## src/rtl/lin_tx_guard.sv

```systemverilog
module lin_tx_guard #(
  parameter int TXD_TO = 1250000,
  parameter int BUS_TO = 1250000,
  parameter int BLANK  = 1250
) (
  input  logic clk,
  input  logic rst_n,
  input  logic txd_in,
  input  logic bus_in,
  input  logic rxd_in,
  input  logic therm_in,
  input  logic tx_allow,
  output logic tx_en,
  output logic txd_eff,
  output logic fault,
  output logic fault_n,
  output logic fault_clear
);
  localparam int TW = $clog2(TXD_TO + 1);
  localparam int BW = $clog2(BUS_TO + 1);
  localparam int KW = $clog2(BLANK + 1);
  localparam logic [TW-1:0] TXD_MAX  = TW'(TXD_TO);
  localparam logic [TW-1:0] TXD_LAST = TW'(TXD_TO - 1);
  localparam logic [BW-1:0] BUS_MAX  = BW'(BUS_TO);
  localparam logic [BW-1:0] BUS_LAST = BW'(BUS_TO - 1);
  localparam logic [KW-1:0] BLANK_K  = KW'(BLANK);

  logic [1:0] txd_m, bus_m, rxd_m, th_m;
  logic txd_s, bus_s, rxd_s, therm_s, txd_prev;
  logic [TW-1:0] txd_cnt;
  logic [BW-1:0] bus_cnt;
  logic [KW-1:0] blank_cnt;
  logic txd_to, bus_to, rx_flt, fault_d;

  always_ff @(posedge clk or negedge rst_n)
    if (!rst_n) begin
      txd_m <= 2'b11; bus_m <= 2'b11; rxd_m <= 2'b11; th_m <= 2'b00;
      txd_prev <= 1'b1;
    end else begin
      txd_m <= {txd_m[0], txd_in};
      bus_m <= {bus_m[0], bus_in};
      rxd_m <= {rxd_m[0], rxd_in};
      th_m  <= {th_m[0], therm_in};
      txd_prev <= txd_s;
    end

  assign txd_s   = txd_m[1];
  assign bus_s   = bus_m[1];
  assign rxd_s   = rxd_m[1];
  assign therm_s = th_m[1];

  always_ff @(posedge clk or negedge rst_n)
    if (!rst_n) begin
      txd_cnt <= '0; txd_to <= 1'b0;
    end else if (txd_s) begin
      txd_cnt <= '0; txd_to <= 1'b0;
    end else begin
      if (txd_cnt != TXD_MAX) txd_cnt <= txd_cnt + 1'b1;
      if (txd_cnt == TXD_LAST) txd_to <= 1'b1;
    end

  always_ff @(posedge clk or negedge rst_n)
    if (!rst_n) begin
      bus_cnt <= '0; bus_to <= 1'b0;
    end else if (bus_s) begin
      bus_cnt <= '0;
      if (tx_allow) bus_to <= 1'b0;
    end else begin
      if (bus_cnt != BUS_MAX) bus_cnt <= bus_cnt + 1'b1;
      if (bus_cnt == BUS_LAST) bus_to <= 1'b1;
    end

  always_ff @(posedge clk or negedge rst_n)
    if (!rst_n) blank_cnt <= '0;
    else if (txd_prev && !txd_s) blank_cnt <= BLANK_K;
    else if (blank_cnt != '0) blank_cnt <= blank_cnt - 1'b1;

  always_ff @(posedge clk or negedge rst_n)
    if (!rst_n) fault_d <= 1'b0;
    else fault_d <= fault;

  assign rx_flt      = bus_s & ~rxd_s;
  assign fault       = txd_to | bus_to | rx_flt | therm_s;
  assign tx_en       = tx_allow & ~fault;
  assign txd_eff     = tx_en ? txd_s : 1'b1;
  assign fault_n     = ~(fault && blank_cnt == '0);
  assign fault_clear = fault_d & ~fault;
endmodule

```

## config.mk

```make
export PLATFORM = sky130hd
export DESIGN_NAME = lin_tx_guard
export DESIGN_NICKNAME = d
export VERILOG_FILES = /design/src/rtl/lin_tx_guard.sv
export SDC_FILE = /design/constraint.sdc
export NUM_CORES = 1
export LEC_CHECK = 0
export BUFFER_PORTS_ARGS = -buffer_cell sky130_fd_sc_hd__buf_2
export CAP_MARGIN = 5
export CORE_UTILIZATION = 45
export DETAILED_ROUTE_END_ITERATION = 6
export PLACE_DENSITY_LB_ADDON = 0.3
export SYNTH_ARGS = -nofsm -noshare
export SYNTH_HDL_FRONTEND = slang
export SYNTH_SLANG_ARGS = --single-unit
```

## constraint.sdc

```tcl
create_clock -name clk -period 4.5 [get_ports clk]
set_input_delay 0.45 -clock clk [delete_from_list [all_inputs] [get_ports clk]]
set_output_delay 0.45 -clock clk [all_outputs]
set_load 0.03 [all_outputs]
```

Word level (Yosys, flattened, before mapping)

Cells that the tools add are included.

$add $sub $neg: 3
Equal/unequal tests: 5
Mux-type cells: 12
Bitwise logic cells: 9
Reductions and logical operators: 11

Operators with widths:

| cell                                                | count |
|---|---|
| two-way mux 21 bit                                  | 4 |
| adder 21 x 1 -> 21 bit (second input constant)      | 2 |
| equality test 21 bit (second input constant)        | 2 |
| inequality test 21 bit (second input constant)      | 2 |
| two-way mux 11 bit                                  | 2 |
| logical NOT 11 bit                                  | 1 |
| nonzero test 11 bit                                 | 1 |
| subtractor 11 x 1 -> 11 bit (second input constant) | 1 |
| nonzero test 2 bit                                  | 5 |
| two-way mux 1 bit                                   | 6 |
| AND 1 bit                                           | 3 |
| NOT 1 bit                                           | 3 |
| bitwise OR 1 bit                                    | 3 |
| logical AND 1 bit                                   | 2 |
| inequality test 2 bit (second input constant)       | 1 |
| AND reduction 2 bit                                 | 1 |
| logical NOT 1 bit                                   | 1 |

Bits in registers: 65
Bits of input ports: 7
Output and inout port bits: 5
Logic and storage cells: 51

Longest topological paths before layout

Gate-level depths: netlist of the first run.

Depth after elaboration: 7
Depth in mapped cells: 6
Depth with buffers taken out: 6

Worst setup path after synthesis of the first run

No wires, ideal clock.

Path kind: reg-to-reg
Start point: reg bus_cnt[1]
End point: reg bus_cnt[20]
Setup time: 128 ps
Arrival: 1828 ps
Required time: 4372 ps
Path slack: 2544 ps
Cell stages (with the launch flop): 7
Path buffers: 1
Period minus slack after synthesis: 1956 ps
Cell sequence: dfrtp_1 -> ha_1 -> nand3_1 -> or4_1 -> clkbuf_1 -> nor4_1 -> mux2_1

Longest elaborated chain between the ends: 3
Elaborated cells between the ends (all ways): 5
Those cells by class: add/sub: 1; eq/ne: 1; mux: 2; reduce/logical: 1

RTL lines:

| item                     | RTL line | source |
|---|---|---|
| start: declaration       | 31       | `logic [BW-1:0] bus_cnt;` |
| start signal: assignment | 69       | `if (bus_cnt != BUS_MAX) bus_cnt <= bus_cnt + 1'b1;` |
| adder 21 x 1 -> 21 bit   | 69       |  |
| two-way mux 21 bit       | 69       |  |
| two-way mux 21 bit       | 65       | `end else if (bus_s) begin` |

Several ways; a longest one is shown, not always the timed one. The select of a mux whose other input is x is not followed.
A chain may end at the register's enable or synchronous reset.

Final worst setup path of the first run

Start point: reg blank_cnt[0]
End point: out fault_n

Longest elaborated chain between the ends: 3

RTL lines:

| item                     | RTL line | source |
|---|---|---|
| start: declaration       | 32       | `logic [KW-1:0] blank_cnt;` |
| start signal: assignment | 76       | `else if (blank_cnt != '0) blank_cnt <= blank_cnt - 1'b1;` |
| logical NOT 11 bit       | 86       | `assign fault_n = ~(fault && blank_cnt == '0);` |
| logical AND 1 bit        | 86       |  |
| NOT 1 bit                | 86       |  |
| end: declaration         | 16       | `output logic fault_n,` |

No other way between the ends.

==> results of run 1 <==
## state kept, by name, indices dropped and copies added (netlist names)
name / flops
th_m: 2
bus_cnt: 21
bus_to: 1
rxd_m: 2
txd_cnt: 21
fault_d: 1
txd_prev: 1
blank_cnt: 11
txd_to: 1
bus_m: 2
txd_m: 2
## logic make-up after synthesis
group / Yosys count
buf+inv: 22
compound gates: 55
fa+ha+maj: 5
mux: 4
simple gates: 163
xor+xnor: 21
flops: 65
## routing by layer
metal / up-vias / share of wire (%)
met5: - / 0
met4: 0 / 1.5
met3: 10 / 2.8
met2: 33 / 46
met1: 1166 / 50
li1: 1233 / -
## cell type report
| type | count | area [sq um] | area share (%) |
|---|---|---|---|
| repair buffers | 12 | 62.6 | 1.76 |
| clock inverters | 3 | 40.0 | 1.13 |
| flip-flops and latches | 65 | 1640 | 46.1 |
| well taps | 96 | 120 | 3.39 |
| clock buffers | 13 | 149 | 4.20 |
| inverters | 12 | 45.0 | 1.27 |
| multi-input cells | 248 | 1500 | 42.2 |
## power breakdown
part	leakage [nW]	total [mW]	switching, mW	internal, mW
sequential	0.843	0.669	0.0481	0.621
clock	0.0974	0.485	0.214	0.270
combinational	0.481	0.105	0.0602	0.0450
total	1.42	1.26	0.323	0.936
## synthesized netlist by cell type, types with 3 or more instances
cell type  instances  share of area (%)
mux2_1             3                1.0
nand2b_1           7                1.4
nor4b_1            4                1.1
clkbuf_1           4               0.46
nor4_1             6                1.2
o21ai_0           14                2.2
nand4_1           13                2.5
xor2_1            11                3.0
dfstp_2            7                5.7
and4_1             5                1.4
inv_1             12                1.4
or3_1              9                1.7
nand2_1           17                2.0
xnor2_1           10                2.7
nor2b_1            8                1.5
a31oi_1            3               0.58
ha_1               5                1.9
dfrtp_1           58                 45
and2_1             4               0.77
nor2_1            40                4.6
and3_1             5               0.97
nor3_1            12                1.9
nand3_1           16                2.5
o31ai_1            5                1.2
or4_1              7                1.6
a21oi_1           26                4.0
## through the flow
stage          util, %  instance area [sq um]  setup slack [ps]
2_1_floorplan        -                   3230              2540
3_3_place_gp      48.9                   3360              2400
3_5_place_dp      48.9                   3360              2330
4_1_cts           51.7                   3550              2010
5_1_grt           51.7                   3550              1830
6_report          51.7                   3550              2030
## worst max-delay path by stage
stage | from | to | slack, ps | cells after the start
after floorplan | bus_cnt[1]$_DFFE_PN0P_ | bus_cnt[20]$_DFFE_PN0P_ | 2540 | 6
after global placement | bus_cnt[1]$_DFFE_PN0P_ | bus_cnt[20]$_DFFE_PN0P_ | 2400 | 5
after detailed placement | bus_cnt[1]$_DFFE_PN0P_ | bus_cnt[20]$_DFFE_PN0P_ | 2330 | 5
after CTS | blank_cnt[0]$_DFFE_PN0P_ | fault_n | 2010 | 6
after global routing | blank_cnt[0]$_DFFE_PN0P_ | fault_n | 1830 | 6
final | blank_cnt[0]$_DFFE_PN0P_ | fault_n | 2030 | 6
## cell usage in the layout (no fill, tap or decap), types with 12 or more instances in the layout
cell,synthesis,final
nand3_1,16,16
o21ai_0,14,14
a21oi_1,26,26
inv_1,12,12
nor3_1,12,12
nand4_1,13,13
dfrtp_1,58,58
nor2_1,40,40
nand2_1,17,17
==> flow_metrics.tcl, run 1 <==
set metrics [dict create \
    die_w_microns 86.8 \
    yosys.area_share.simple_pct 27.7 \
    dp_hpwl_mm 4.13 \
    synth_seq_cells 65 \
    grt.overflow.total 0 \
    rows 30 \
    path_buf_inv 2 \
    final-max-slew-violation-count 0 \
    hold_path_class "in -> async" \
    path_cells "inv_1 -> ha_1 -> nor4b_1 -> and2_1 -> nand3_1 -> buf_2" \
    top_usage_layer "met2" \
    vias 2442 \
    grt_pass1_wl_mm 10.6 \
    hold_violations 0 \
    drt_iter0_markers 78 \
    cts_buffers 9 \
    slowest_delay_ps 440 \
    r2r_start "bus_cnt[1]$_DFFE_PN0P_" \
    n_fill_cell 633 \
    reg2regPathDepth 5 \
    rsz0062_at_grt "false" \
    critPathCaptureType "output port" \
    powerDensity_nw_per_um2 355 \
    start_util_pct 47.1 \
    yosys_warnings 0 \
    reg2reg_to "bus_cnt[20]$_DFFE_PN0P_" \
    p_total_mw 1.26 \
    synthDistinctLibCells 45 \
    worstPathArrival_ps 2020 \
    hold_ws_ps 162 \
    leakage_nw 1.42 \
    htreeDepth 3 \
    synth_edf_count 0 \
    cts_tree "built" \
    async_reset_ff_share_pct 100 \
    coreArea_sq_um 6870 \
    criticalPathCategory "reg -> out" \
    drtAntennaViolNets 0 \
    fin_tns_setup_ps 0 \
    drv_cap 0 \
    post_cts_resized 0 \
    clockBufferDepth 2 \
    fmax_ghz 0.405 \
    grtUsageMet1_pct 25.3 \
    grt_pass1_vias 2269 \
    fin_crit_sh_pct 54.8 \
    hold_buffers 0 \
    setup_violations 0 \
    synthCells 335 \
    area.growth.synth_to_final_pct 9.75 \
    die_y_microns 86.8 \
    grt_util_met2_pct 28.5 \
    clk_latency_ps 330 \
    ys.flop_type "dfrtp_1" \
    crit_slowest_cell "nor4b_1" \
    io_buffer_count 11 \
    clock_sinks 65 \
    rrSetupSlack_ps 2310 \
    syn_avg_cell_area_sq_um 9.65 \
    synth_compound_area_share_pct 9.52 \
    vdd_drop_max_uv 156 \
    globalplace.congestion 0.837 \
    wirelength_mm 6.10 \
    timing.slew.headroom_pct 52.7 \
    wire_per_inst_microns 13.6 \
    nets 360 \
    worstMarginPinSlew_ps 702 \
    crit_required_ps 4050 \
    cts_setup_buffers 0 \
    drive_gt1_share_pct 10.5 \
    die_area_sq_um 7530 \
    fin_crit_ps 2470 \
    synth_fp_nets 347 \
    num_antenna_cells 0 \
    drc 0 \
    synthAdderAreaFrac_pct 1.93 \
    vias_per_cell 5.44 \
    grt_util_all_layers_pct 18.3 \
    dr.pass1.iters 4 \
    cts_root_buffer "clkbuf_8" \
    cts.clk_slew.worst_paths_ps 70 \
    io_pins 12 \
    use_met3_pct 3.43 \
    synth_top_family_by_area "simple AND/OR/NAND/NOR gates" \
    crit_fanout 6 \
    ys_seq_area_share_pct 50.6 \
    synthXorXnorAreaFrac_pct 5.69 \
    startpoint_type "register" \
    antenna_found_initial 0 \
    status "completed" \
    path_delay_family "simple AND/OR/NAND/NOR gates" \
    fin_cells 449 \
    dp.cells 433 \
    synth_area_sq_um 3230 \
    grt_max_degree 35 \
    finalClockSkew_ps 8.41 \
    synth_mux_area_share_pct 1.39 \
]
(Power assumes the default switching activity.)
==> run 2, diff against run 1 <==
Clock period 4.5 ns to 2.3 ns, I/O delays scaled along.
==> flow_metrics.tcl, run 2 (synthesis gave the netlist of run 1 again) <==
set metrics [dict create \
    status "completed" \
    regArea_sq_um 1640 \
    hold_path_class "in -> reg" \
    p_total_mw 2.43 \
    grt.overflow.total 0 \
    r2r_start "bus_cnt[1]$_DFFE_PN0P_" \
    startpoint "blank_cnt[0]$_DFFE_PN0P_" \
    leakage_nw 1.48 \
    grt_pass1_vias 2264 \
    worstMarginPinSlew_ps 547 \
    hold_start "tx_allow" \
    vias 2514 \
    drive_gt1_share_pct 12.6 \
    io_pins 12 \
    n_fill_cell 655 \
    coreArea_sq_um 6870 \
    fin_tns_setup_ps 0 \
    clk_latency_ps 340 \
    die_area_sq_um 7530 \
    worstPathArrival_ps 1890 \
    crit_fanout 6 \
    largestRegisters "bus_cnt: 21 flops, txd_cnt: 21 flops, blank_cnt: 11 flops" \
    drv_cap 0 \
    rsz0062_at_grt "false" \
    drc 0 \
    area.growth.synth_to_final_pct 13.3 \
    die_y_microns 86.8 \
    fin_crit_ps 2120 \
    hold_ws_ps 170 \
    worst_slack_ps 176 \
    die_w_microns 86.8 \
    powerDensity_nw_per_um2 663 \
    critPathCaptureType "output port" \
    num_antenna_cells 0 \
    wire_per_inst_microns 13.5 \
    startpoint_type "register" \
    setup_violations 0 \
    crit_path_end "fault_n" \
    multi_input_area_sq_um 1510 \
    io_buffer_count 11 \
    antenna_found_initial 0 \
    grt_max_degree 66 \
    dp_hpwl_mm 4.09 \
    htreeDepth 3 \
    drt_iter0_markers 94 \
    fmax_ghz 0.471 \
    vias_per_cell 5.45 \
    cts.clk_slew.worst_paths_ps 70 \
    cts_tree "built" \
    rrSetupSlack_ps 250 \
    final-max-slew-violation-count 0 \
    grt_pass1_wl_mm 10.4 \
    reg2reg_to "bus_cnt[20]$_DFFE_PN0P_" \
    start_util_pct 47.1 \
    finalClockSkew_ps 6.88 \
    hold_violations 0 \
    cts_buffers 9 \
    drtAntennaViolNets 0 \
    cts_setup_buffers 0 \
    globalplace.congestion 0.815 \
    timing.slew.headroom_pct 63.3 \
    nets 372 \
    clock_sinks 65 \
    vdd_drop_max_uv 384 \
    fin_crit_sh_pct 92.4 \
    criticalPathCategory "reg -> out" \
    place_ws_ps 279 \
    wirelength_mm 6.21 \
    mostFrequentLayoutCells "dfrtp_1 (58), nor2_1 (40), a21oi_1 (26)" \
    crit_required_ps 2070 \
    clockBufferDepth 2 \
    cts_root_buffer "clkbuf_8" \
    rows 30 \
    mostFrequentLayoutCell "dfrtp_1" \
    grt_util_all_layers_pct 18.1 \
    dr.pass1.iters 4 \
    reg2regPathDepth 5 \
]
-- run 2: final cells by class --
type	count	area share, %
Clock buffer	13	4.34
Clock inverter	3	0.410
Inverter	12	1.23
Multi-Input combinational cell	248	41.3
Sequential cell	65	44.6
Tap cell	96	3.28
Timing Repair Buffer	24	4.85
-- run 2: what timing repair did --
action / in CTS / in global routing
setup endpoints to repair: 0 / 1
hold endpoints to repair: 62 / 0
hold buffers: 5 / 0
gates resized for setup: 0 / 2
-- run 2: worst min path at each step --
| stage | end | slack [ps] | cells after the start |
|---|---|---|---|
| floorplan | blank_cnt[0]$_DFFE_PN0P_ | -70 | 0 |
| global placement | bus_cnt[4]$_DFFE_PN0P_ | 270 | 2 |
| detailed placement | bus_cnt[4]$_DFFE_PN0P_ | 270 | 2 |
| CTS | bus_to$_DFFE_PN0P_ | 160 | 3 |
| global route | bus_to$_DFFE_PN0P_ | 160 | 3 |
| finish | bus_to$_DFFE_PN0P_ | 170 | 3 |
-- run 2: per-layer routing --
metal	up-vias	track usage (%)	share of wire, %
li1	1255	-	-
met1	1196	25.5	51
met2	54	26.6	44
met3	9	3.43	2.9
met4	0	9.09	1.9
met5	-	0	0
-- run 2: critical path: stages, from the launching register on --
cell and delay (ps):
dfrtp_1 420, inv_1 70, ha_1 240, nor4b_4 280, and2_1 250, nand3_1 90, buf_2 200
-- run 2: power breakdown --
part / internal (mW) / switching [mW] / leakage [nW]
clock network: 0.446 / 0.425 / 0.0932
logic: 0.109 / 0.133 / 0.544
registers: 1.21 / 0.100 / 0.843
total: 1.77 / 0.658 / 1.48
-- run 2: per-stage QoR --
step | area (sq um) | utilization, % | cells
after floorplan | 3230 | - | 335
after global placement | 3420 | 49.9 | 440
after detailed placement | 3420 | 49.9 | 440
after CTS | 3650 | 53.1 | 461
after global routing | 3660 | 53.3 | 461
final | 3660 | 53.3 | 461
==> run 3, diff against run 2 <==
Settings changed: BUFFER_PORTS_ARGS -buffer_cell sky130_fd_sc_hd__buf_2 to unset, DONT_BUFFER_PORTS set to 1.
Clock period 2.3 ns to 2 ns, I/O delays scaled along.
==> flow_metrics.tcl, run 3 (synthesis gave the netlist of run 1 again) <==
set metrics [dict create \
    clk_latency_ps 330 \
    cts_root_buffer "clkbuf_8" \
    grt_pass1_wl_mm 11.3 \
    met1_length_mm 3.31 \
    reg2regPathDepth 5 \
    drt_iter0_markers 142 \
    fin_crit_ps 1910 \
    fin_crit_sh_pct 95.5 \
    vdd_drop_max_uv 539 \
    whs_endpoint "bus_to$_DFFE_PN0P_" \
    dr.pass1.iters 4 \
    drtAntennaViolNets 0 \
    cts.clk_slew.worst_paths_ps 70 \
    finalClockSkew_ps 9.63 \
    fmax_ghz 0.524 \
    die_w_microns 86.8 \
    io_buffer_count 0 \
    grt_util_all_layers_pct 19.2 \
    leakage_nw 1.52 \
    cts_tree "built" \
    hold_violations 0 \
    area.growth.synth_to_final_pct 17.3 \
    startpoint_type "register" \
    vias_per_cell 5.49 \
    reg2reg_to "bus_cnt[14]$_DFFE_PN0P_" \
    post-route-util_pct 55.2 \
    crit_fanout 6 \
    powerDensity_nw_per_um2 777 \
    critPathCaptureType "output port" \
    multi_input_area_sq_um 1550 \
    drc 0 \
    holdPathStages 2 \
    antenna_found_initial 0 \
    mostFrequentLayoutCells "dfrtp_1 (57), nor2_1 (40), a21oi_1 (26)" \
    crit_required_ps 1800 \
    nets 375 \
    seqPwrFrac_pct 51.3 \
    wire_per_inst_microns 13.8 \
    setup_violations 0 \
    wl_met2_mm 2.84 \
    power_frac_clock_pct 37.9 \
    dr_wl_met3_microns 204 \
    wirelength_mm 6.40 \
    die_y_microns 86.8 \
    htreeDepth 3 \
    drv_cap 0 \
    p_int_mw 2.19 \
    switching_share_pct 25.7 \
    hold_path_class "in -> reg" \
    grt.overflow.total 0 \
    grt_pass1_vias 2406 \
    vias 2546 \
    io_pins 12 \
    top_layer_used "met4" \
    start_util_pct 47.1 \
    regArea_sq_um 1640 \
    final-max-slew-violation-count 0 \
    grt_max_degree 66 \
    worstPathArrival_ps 1710 \
    rrSetupSlack_ps 120 \
    num_antenna_cells 0 \
    worstMarginPinSlew_ps 655 \
    cts_buffers 9 \
    clock_sinks 65 \
    clockBufferDepth 2 \
    p_total_mw 2.95 \
    timing.slew.headroom_pct 56.0 \
    r2r_start "bus_cnt[0]$_DFFE_PN0P_" \
    mostFrequentLayoutCell "dfrtp_1" \
    switchingPower_mw 0.758 \
    criticalPathCategory "reg -> out" \
    power_frac_comb_pct 10.8 \
    rows 30 \
    die_area_sq_um 7530 \
    fin_tns_setup_ps 0 \
    dp_hpwl_mm 4.27 \
    largestRegisters "bus_cnt: 21 flops, txd_cnt: 21 flops, blank_cnt: 11 flops" \
    drive_gt1_share_pct 16.0 \
    n_fill_cell 635 \
    globalplace.congestion 0.819 \
    status "completed" \
    coreArea_sq_um 6870 \
    hold_start "tx_allow" \
]
[run 3: layout make-up]
cell class	instances	share of cell area (%)
clock inverters	3	1.06
flip-flops and latches	65	43.2
well taps	96	3.17
repair buffers	27	6.30
inverters	12	1.29
clock buffers	13	4.19
multi-input cells	248	40.8
[run 3: critical path: stages (launching register included)]
cell and delay, ps:
dfrtp_1 420, inv_1 70, ha_2 210, nor4b_4 220
and2_4 210, nand3_2 80, buf_6 160
[run 3: metal layers]
| metal | vias to the layer above | GRT usage (%) |
|---|---|---|
| met5 | - | 0 |
| met4 | 0 | 3.64 |
| met3 | 4 | 6.00 |
| met2 | 32 | 30.0 |
| met1 | 1242 | 26.6 |
| li1 | 1268 | - |
[run 3: power groups by stage]
stage                     Sequential, mW  Combinational [mW]  Clock, mW
after floorplan                     1.49               0.189          0
after global placement              1.51               0.226          0
after detailed placement            1.52               0.235          0
after CTS                           1.51               0.298       1.15
after global routing                1.53               0.366       1.21
final                               1.51               0.317       1.12
[run 3: metrics by stage]
step,instances,instance area (sq um),setup WS [ps],hold slack (ps)
after floorplan,335,3230,44.1,-95.6
after global placement,437,3420,72.9,-93.5
after detailed placement,437,3420,23.0,-93.7
after CTS,460,3720,31.5,23.3
after global routing,464,3790,-15.0,14.1
final,464,3790,90.9,38.4
[run 3: repair_timing]
item / 4_1_cts / 5_1_grt
pin swaps: 0 / 3
resized for setup: 4 / 9
hold endpoints to repair: 69 / 0
setup endpoints to repair: 2 / 8
hold buffers: 6 / 0
buffers inserted: 1 / 4
[run 3: worst max-delay path by stage]
stage / depth (start not counted) / to / from
floorplan: 6 / bus_cnt[20]$_DFFE_PN0P_ / bus_cnt[1]$_DFFE_PN0P_
global placement: 5 / bus_cnt[20]$_DFFE_PN0P_ / bus_cnt[0]$_DFFE_PN0P_
detailed placement: 5 / bus_cnt[20]$_DFFE_PN0P_ / bus_cnt[1]$_DFFE_PN0P_
CTS: 6 / fault_n / blank_cnt[0]$_DFFE_PN0P_
global route: 6 / fault_n / blank_cnt[1]$_DFFE_PN0P_
finish: 6 / fault_n / blank_cnt[1]$_DFFE_PN0P_
